<file path="config.mk">
export PLATFORM = sky130hd
export DESIGN_NAME = enc_fault_monitor
export DESIGN_NICKNAME = d
export VERILOG_FILES = /design/src/rtl/enc_fault_pkg.sv /design/src/rtl/enc_line_detect.sv /design/src/rtl/enc_window_counter.sv /design/src/rtl/enc_fault_monitor.sv
export SDC_FILE = /design/constraint.sdc
export NUM_CORES = 1
export LEC_CHECK = 0
export BUFFER_PORTS_ARGS = -buffer_cell sky130_fd_sc_hd__buf_2
export CAP_MARGIN = 10
export CORE_AREA = 5 5 58 60
export DETAILED_ROUTE_END_ITERATION = 8
export DIE_AREA = 0 0 63 65
export PLACE_DENSITY_LB_ADDON = 0.2
export SLEW_MARGIN = 20
export SYNTH_ARGS = -nofsm -noshare
export SYNTH_HDL_FRONTEND = slang
export SYNTH_SLANG_ARGS = --single-unit
</file>
<file path="constraint.sdc">
create_clock -name clk -period 2.3 [get_ports clk]
set_input_delay 0.345 -clock clk [delete_from_list [all_inputs] [get_ports clk]]
set_output_delay 0.345 -clock clk [all_outputs]
set_load 0.02 [all_outputs]
</file>
<file path="src/rtl/enc_fault_pkg.sv">
package enc_fault_pkg;

    localparam int ERR_W      = 3;
    localparam int ERR_OPEN   = 0;
    localparam int ERR_PHASE  = 1;
    localparam int ERR_QUAD   = 2;

    typedef struct packed {
        logic ow;
        logic a;
        logic b;
        logic vld;
    } det_state_t;

endpackage

</file>
<file path="src/rtl/enc_line_detect.sv">
module enc_line_detect
    import enc_fault_pkg::*;
(
    input  logic clk,
    input  logic rst_n,
    input  logic a,
    input  logic a_n,
    input  logic b,
    input  logic b_n,
    input  logic z,
    input  logic z_n,
    input  logic z_enable,
    input  logic a_only,
    output logic ow_live,
    output logic ow_evt,
    output logic quad_evt
);

    det_state_t st_d, st_q;
    logic       ow_now;

    always_comb begin
        ow_now   = (a == a_n) | (b == b_n) | (z_enable & (z == z_n));
        ow_evt   = ow_now & ~st_q.ow;
        quad_evt = st_q.vld & ~a_only & (a ^ st_q.a) & (b ^ st_q.b);
        st_d     = st_q;
        st_d.ow  = ow_now;
        st_d.a   = a;
        st_d.b   = b;
        st_d.vld = 1'b1;
    end

    always_ff @(posedge clk or negedge rst_n) begin
        if (!rst_n) st_q <= '0;
        else        st_q <= st_d;
    end

    assign ow_live = st_q.ow;

endmodule

</file>
<file path="src/rtl/enc_window_counter.sv">
module enc_window_counter #(
    parameter int WIN_TICKS = 8,
    parameter int CNT_W     = 7,
    parameter int THRESH    = 30
) (
    input  logic             clk,
    input  logic             rst_n,
    input  logic             tick,
    input  logic             evt,
    input  logic             clr,
    output logic [CNT_W-1:0] cnt,
    output logic             flag
);

    localparam int               TICK_W  = (WIN_TICKS > 2) ? $clog2(WIN_TICKS) : 1;
    localparam logic [TICK_W-1:0] T_LAST = TICK_W'(WIN_TICKS - 1);
    localparam logic [CNT_W-1:0]  C_MAX  = '1;
    localparam logic [CNT_W-1:0]  C_THR  = CNT_W'(THRESH);

    typedef struct packed {
        logic [TICK_W-1:0] ticks;
        logic [CNT_W-1:0]  cnt;
        logic              flag;
    } win_state_t;

    win_state_t st_d, st_q;
    logic       boundary;

    always_comb begin
        st_d     = st_q;
        boundary = tick && (st_q.ticks == T_LAST);
        if (boundary) begin
            st_d.ticks = '0;
            st_d.cnt   = evt ? CNT_W'(1) : '0;
        end else begin
            if (tick) st_d.ticks = st_q.ticks + 1'b1;
            if (evt && st_q.cnt != C_MAX) st_d.cnt = st_q.cnt + 1'b1;
        end
        if (clr)                          st_d.flag = 1'b0;
        else if (evt && st_d.cnt > C_THR) st_d.flag = 1'b1;
    end

    always_ff @(posedge clk or negedge rst_n) begin
        if (!rst_n) st_q <= '0;
        else        st_q <= st_d;
    end

    assign cnt  = st_q.cnt;
    assign flag = st_q.flag;

endmodule

</file>
<file path="src/rtl/enc_fault_monitor.sv">
module enc_fault_monitor
    import enc_fault_pkg::*;
#(
    parameter int PL_WIN_TICKS = 8,
    parameter int QL_WIN_TICKS = 10,
    parameter int PL_CNT_W     = 7,
    parameter int QL_CNT_W     = 4,
    parameter int PL_THRESH    = 30,
    parameter int QL_THRESH    = 10
) (
    input  logic                clk,
    input  logic                rst_n,
    input  logic                a,
    input  logic                a_n,
    input  logic                b,
    input  logic                b_n,
    input  logic                z,
    input  logic                z_n,
    input  logic                z_enable,
    input  logic                a_only,
    input  logic                fault_clr,
    input  logic                tick,
    output logic [ERR_W-1:0]    err_status,
    output logic [PL_CNT_W-1:0] pl_count,
    output logic [QL_CNT_W-1:0] ql_count
);

    logic ow_live, ow_evt, quad_evt;
    logic pl_flag, ql_flag;

    enc_line_detect u_detect (
        .clk      (clk),
        .rst_n    (rst_n),
        .a        (a),
        .a_n      (a_n),
        .b        (b),
        .b_n      (b_n),
        .z        (z),
        .z_n      (z_n),
        .z_enable (z_enable),
        .a_only   (a_only),
        .ow_live  (ow_live),
        .ow_evt   (ow_evt),
        .quad_evt (quad_evt)
    );

    enc_window_counter #(
        .WIN_TICKS (PL_WIN_TICKS),
        .CNT_W     (PL_CNT_W),
        .THRESH    (PL_THRESH)
    ) u_pl_win (
        .clk   (clk),
        .rst_n (rst_n),
        .tick  (tick),
        .evt   (ow_evt),
        .clr   (fault_clr),
        .cnt   (pl_count),
        .flag  (pl_flag)
    );

    enc_window_counter #(
        .WIN_TICKS (QL_WIN_TICKS),
        .CNT_W     (QL_CNT_W),
        .THRESH    (QL_THRESH)
    ) u_ql_win (
        .clk   (clk),
        .rst_n (rst_n),
        .tick  (tick),
        .evt   (quad_evt),
        .clr   (fault_clr),
        .cnt   (ql_count),
        .flag  (ql_flag)
    );

    always_comb begin
        err_status            = '0;
        err_status[ERR_OPEN]  = ow_live;
        err_status[ERR_PHASE] = pl_flag;
        err_status[ERR_QUAD]  = ql_flag;
    end

endmodule

</file>
# After elaboration in Yosys (flattened, before gate mapping)
# Index checks and enable logic that the tools add are counted.
# word_totals
ff_bits,24
input_bits,12
out_inout_bits,14
wordCells,56
# classes
add_sub_neg,4
magnitude_cmp,2
eq_ne,7
n_mux,12
bitwise_logic,11
n_reduce_logical,10
# op_table
operator,count
10-bit two-way mux,1
"4-bit by 1-bit adder with 4-bit output, second input constant",2
4-bit two-way mux,2
8-bit two-way mux,1
2-bit nonzero test,4
"7-bit by 1-bit adder with 7-bit output, second input constant",1
"7-bit by 5-bit > comparator with 1-bit output, second input constant",1
7-bit two-way mux,1
"7-bit inequality test, second input constant",1
1-bit logical AND,6
1-bit two-way mux,6
1-bit AND,5
"4-bit == test, second input constant",1
"4-bit > comparator, second input constant",1
"4-bit inequality test, second input constant",1
"3-bit by 1-bit adder with 3-bit output, second input constant",1
1-bit == test,3
"3-bit == test, second input constant",1
3-bit two-way mux,1
1-bit NOT,2
1-bit OR,2
1-bit XOR,2

# Depth between registers and ports, before layout
# logic_depth
depth_word,11
depth_mapped,7
depth_no_buf,7

# Modules after synthesis
# A second synthesis with hierarchy kept.
# hier_totals
cells_unflattened,137
area_unflattened_um2,1396.3
# by_module_without_submodules
module,instances,cells_each,area_each_um2
enc_window_counter at u_pl_win,1,64,645.6
enc_window_counter at u_ql_win,1,56,550.5
enc_line_detect,1,14,177.7
enc_fault_monitor,1,3,22.5

# Worst setup path before layout
# Ideal clock, no wire load.
# synth_timing
path_type,register to register
from,register u_pl_win.st_q (netlist bit u_pl_win.cnt[0])
to,register u_pl_win.st_q (netlist bit u_pl_win.flag)
arrival_ns,1.744
required_time_ns,2.218
slack_ns,0.474
stages_incl_launch_ff,8
path_buffers,0
synth_period_minus_slack_ns,1.826
cell_sequence,dfrtp_1 ha_1 nand3_1 nor3_2 nor3_1 mux2i_1 o311ai_1 a31oi_1
# synth_via
elab_chain_cells,7
elab_cells_between_ends,8
classes_between,add/sub (1); order compare (1); eq/ne (1); mux (2); reduce/logical (3)
# synth_rtl
element,line_no,rtl
from (decl),enc_window_counter.sv:26,"win_state_t st_d, st_q;"
from (signal assigned),enc_window_counter.sv:45,else st_q <= st_d;
branches (longest 2 deep; another with 7-bit by 1-bit adder with 7-bit output),-,
7-bit two-way mux (*),enc_window_counter.sv:37,if (evt && st_q.cnt != C_MAX) st_d.cnt = st_q.cnt + 1'b1;
10-bit two-way mux (*),enc_window_counter.sv:32,if (boundary) begin
7-bit by 5-bit > comparator with 1-bit output (*),enc_window_counter.sv:40,else if (evt && st_d.cnt > C_THR) st_d.flag = 1'b1;
1-bit logical AND (*),enc_window_counter.sv:40,
2-bit nonzero test (no line) (*),-,
# Every way passes the cells marked *.
# A chain may end at the register's enable or synchronous reset.

# Worst setup path in the final report
# Ends and elaborated chain as after synthesis.

==> summary.txt <==
outcome - finished, violations left
violations in the final reports - negative hold slack
Cell Count, Final, Fillers Out - 191
Congestion Overflow GR - 0
reg2reg path depth - 7
final period utilization - 0.917
pin count of the biggest net entering global routing - 25
Post-Route Hold Slack - -13.5 ps
number of filler cells placed in the layout - 266
largest cells by area after synthesis - sky130_fd_sc_hd__dfrtp_1 (42%), sky130_fd_sc_hd__buf_4 (7.3%), sky130_fd_sc_hd__ha_1 (5.2%), sky130_fd_sc_hd__xnor2_1 (4.8%), sky130_fd_sc_hd__nand2_1 (3.6%)
final setup skew - 4.93 ps
std cell rows - 20
launch instance of the worst register-to-register path - u_pl_win.cnt[0]$_DFF_PN0_
number of hold buffers added after cts - 0
max_slew headroom - 0.571
final setup violating endpoints - 0
critical path start-end classification - reg2reg
number of sinks handled by clock tree synthesis - 24
placer's final routability congestion estimate - 0.886
area used by sequential logic in the layout - 601 um^2
nets in the synthesized netlist - 166
Tmin final - 2110 ps
sum of internal, switching and leakage power - 1.64 mW
gate count after technology mapping - 148
leading post-synthesis cells by instance count - sky130_fd_sc_hd__dfrtp_1 (24), sky130_fd_sc_hd__buf_4 (14), sky130_fd_sc_hd__nand2_1 (14)
Multi-input gate area - 693 um^2
arrival time of the worst setup path - 2350 ps
Power per Cell Area - 1070 nW/um^2
first-pass detailed-route iteration total - 4
portion of the post-synthesis area used by sequential elements - 0.415
count of pins over their slew limit - 0
library cell with the largest summed area after synthesis - sky130_fd_sc_hd__dfrtp_1
Final ANT Viol Nets - 0
Distinct cells, synth - 41
count leader, synth - sky130_fd_sc_hd__dfrtp_1
area of the core - 2880 um^2
via count of the first global-routing pass - 1014
Top-Level Pins - 26
TritonCTS clock tree - done
wirelength, routed - 2630 um
crit path launch type - register
global-route wire length before repair - 4490 um
worst min path class - in2async
worst-path maximum fanout - 6
Yosys Warn Count - 0
total clock buffers created by CTS - 3
worst flop-to-flop path endpoint - u_pl_win.flag$_DFFE_PN0P_
overall routing resource usage - 0.134
Post-Syn Area - 1450 um^2
leakage power - 0.723 nW
1st-iter DRT viols - 98
routed length per placed instance - 13.7 um
DRC Markers - 0
Critical Path RT - 2540 ps
deepest level of the CTS H-tree - 1
Most used DFF post-synth - sky130_fd_sc_hd__dfrtp_1
post-detailed-route via-to-cell ratio - 5.46
number of synthesized register bits - 24
initial antenna violation count - 0
slew at the pin with the worst max-slew slack - 638 ps
area enclosed by the die boundary - 4100 um^2
worst IR drop on VDD - 0.000681 V
Die X-Extent - 63 um
Initial Utilization - 0.503
share of flip-flops with an asynchronous set or reset - 1.00
Die Span Y - 65 um
Resized cells post-CTS - 0
reg2reg setup slack - 190 ps
clock insertion delay at the later pin of the skew report - 310 ps
number of buffer cells added on primary ports - 25
area fraction of the dominant cell type after synthesis - 0.415
number of maximum-capacitance constraint violations - 0
Fin. Hold Viols - 24
Final TNS setup - 0 ps
Layout Area Growth over Synthesis - 6.40%
Via Count - 1042
Inserted Diodes - 0
category of the worst setup path capture point - register
placed cell count - 187
layout cells sized above 1 - 0.247
post-synthesis average cell area - 9.77 um^2
setup repair after global routing missed its margin - no
EDFF count, synth - 0
worst-case clock buffer depth - 2
Detailed Place HPWL - 1950 um
root buffer cell - sky130_fd_sc_hd__clkbuf_4
Nets - 177
achievable frequency - 0.474 GHz
Clk pin slew, worst setup/hold paths - 140 ps
Crit. Startpoint - u_pl_win.cnt[0]$_DFF_PN0_
Setup crit end - u_pl_win.flag$_DFFE_PN0P_
post-CTS setup repair buffer count - 0
## worst max-delay path: stages (launching register included)
cell,delay (ps)
sky130_fd_sc_hd__dfrtp_1,450
sky130_fd_sc_hd__ha_1,260
sky130_fd_sc_hd__nand3_1,190
sky130_fd_sc_hd__nor3_2,110
sky130_fd_sc_hd__nor3_1,510
sky130_fd_sc_hd__mux2i_1,250
sky130_fd_sc_hd__o311ai_1,110
sky130_fd_sc_hd__a31oi_1,160
## cell type report
cell class	count	share of cell area
clock buffers	3	0.0146
clock inverters	1	0.0195
inverters	7	0.0171
multi-input cells	98	0.450
flip-flops and latches	24	0.390
well taps	33	0.0268
repair buffers	25	0.0813
## where the power goes
part	leakage, nW	internal (mW)	switching, mW	total, mW
sequential	0.301	0.558	0.157	0.715
clock	0.0279	0.176	0.131	0.307
combinational	0.394	0.275	0.346	0.621
## logic make-up after synthesis
kind of cell / share of synthesized area
mux: 0.0294
buf+inv: 0.106
flops: 0.415
other cells: 0.00259
fa+ha+maj: 0.0519
compound gates: 0.102
simple gates: 0.208
xor+xnor: 0.0848
## registers in the layout (all words and copies together) (netlist names)
name,flops
u_pl_win.cnt,7
u_ql_win.st_q,4
u_detect.st_q,3
u_ql_win.cnt,4
u_pl_win.flag,1
u_detect.ow_live,1
u_ql_win.flag,1
u_pl_win.st_q,3
## placed cells by master, fill, tap and decap left out, types with 2 or more instances in the layout
cell type                  instances
sky130_fd_sc_hd__a21o_1            2
sky130_fd_sc_hd__a21oi_1           2
sky130_fd_sc_hd__a31oi_1           2
sky130_fd_sc_hd__and2_1            3
sky130_fd_sc_hd__and4b_1           2
sky130_fd_sc_hd__buf_2            25
sky130_fd_sc_hd__clkbuf_4          3
sky130_fd_sc_hd__dfrtp_1          24
sky130_fd_sc_hd__ha_1              6
sky130_fd_sc_hd__inv_1             7
sky130_fd_sc_hd__mux2_2            2
sky130_fd_sc_hd__mux2i_1           2
sky130_fd_sc_hd__nand2_1          14
sky130_fd_sc_hd__nand3_1           4
sky130_fd_sc_hd__nor2_1           13
sky130_fd_sc_hd__nor3_1            2
sky130_fd_sc_hd__nor3_2            2
sky130_fd_sc_hd__nor4_1            2
sky130_fd_sc_hd__o21ai_0           5
sky130_fd_sc_hd__o21ai_1           2
sky130_fd_sc_hd__o22ai_1           2
sky130_fd_sc_hd__xnor2_1           8
sky130_fd_sc_hd__xor2_1            6
## how the worst min path moves through the flow
stage	end	slack [ps]
floorplan	u_detect.ow_live$_DFF_PN0_	50
global placement	u_pl_win.cnt[2]$_DFF_PN0_	360
detailed placement	u_pl_win.cnt[2]$_DFF_PN0_	370
CTS	u_ql_win.st_q[6]$_DFFE_PN0P_	0.3
global route	u_pl_win.cnt[2]$_DFF_PN0_	20
finish	u_pl_win.cnt[2]$_DFF_PN0_	-10
## stage by stage
| step | util | cell area, um^2 | setup WS (ps) |
|---|---|---|---|
| global route | 0.535 | 1540 | 68.4 |
| detailed placement | 0.517 | 1490 | 236 |
| CTS | 0.535 | 1540 | 221 |
| finish | 0.535 | 1540 | 190 |
| floorplan | - | 1450 | 474 |
| global placement | 0.517 | 1490 | 336 |
## routing by layer
| metal | up-vias | track usage | wire length, um |
|---|---|---|---|
| met5 | - | 0 | 0 |
| met4 | 0 | 0.0504 | 21 |
| met3 | 4 | 0.0277 | 103 |
| met2 | 25 | 0.223 | 1330 |
| met1 | 504 | 0.170 | 1170 |
| li1 | 509 | - | - |
(Power assumes the default switching activity.)
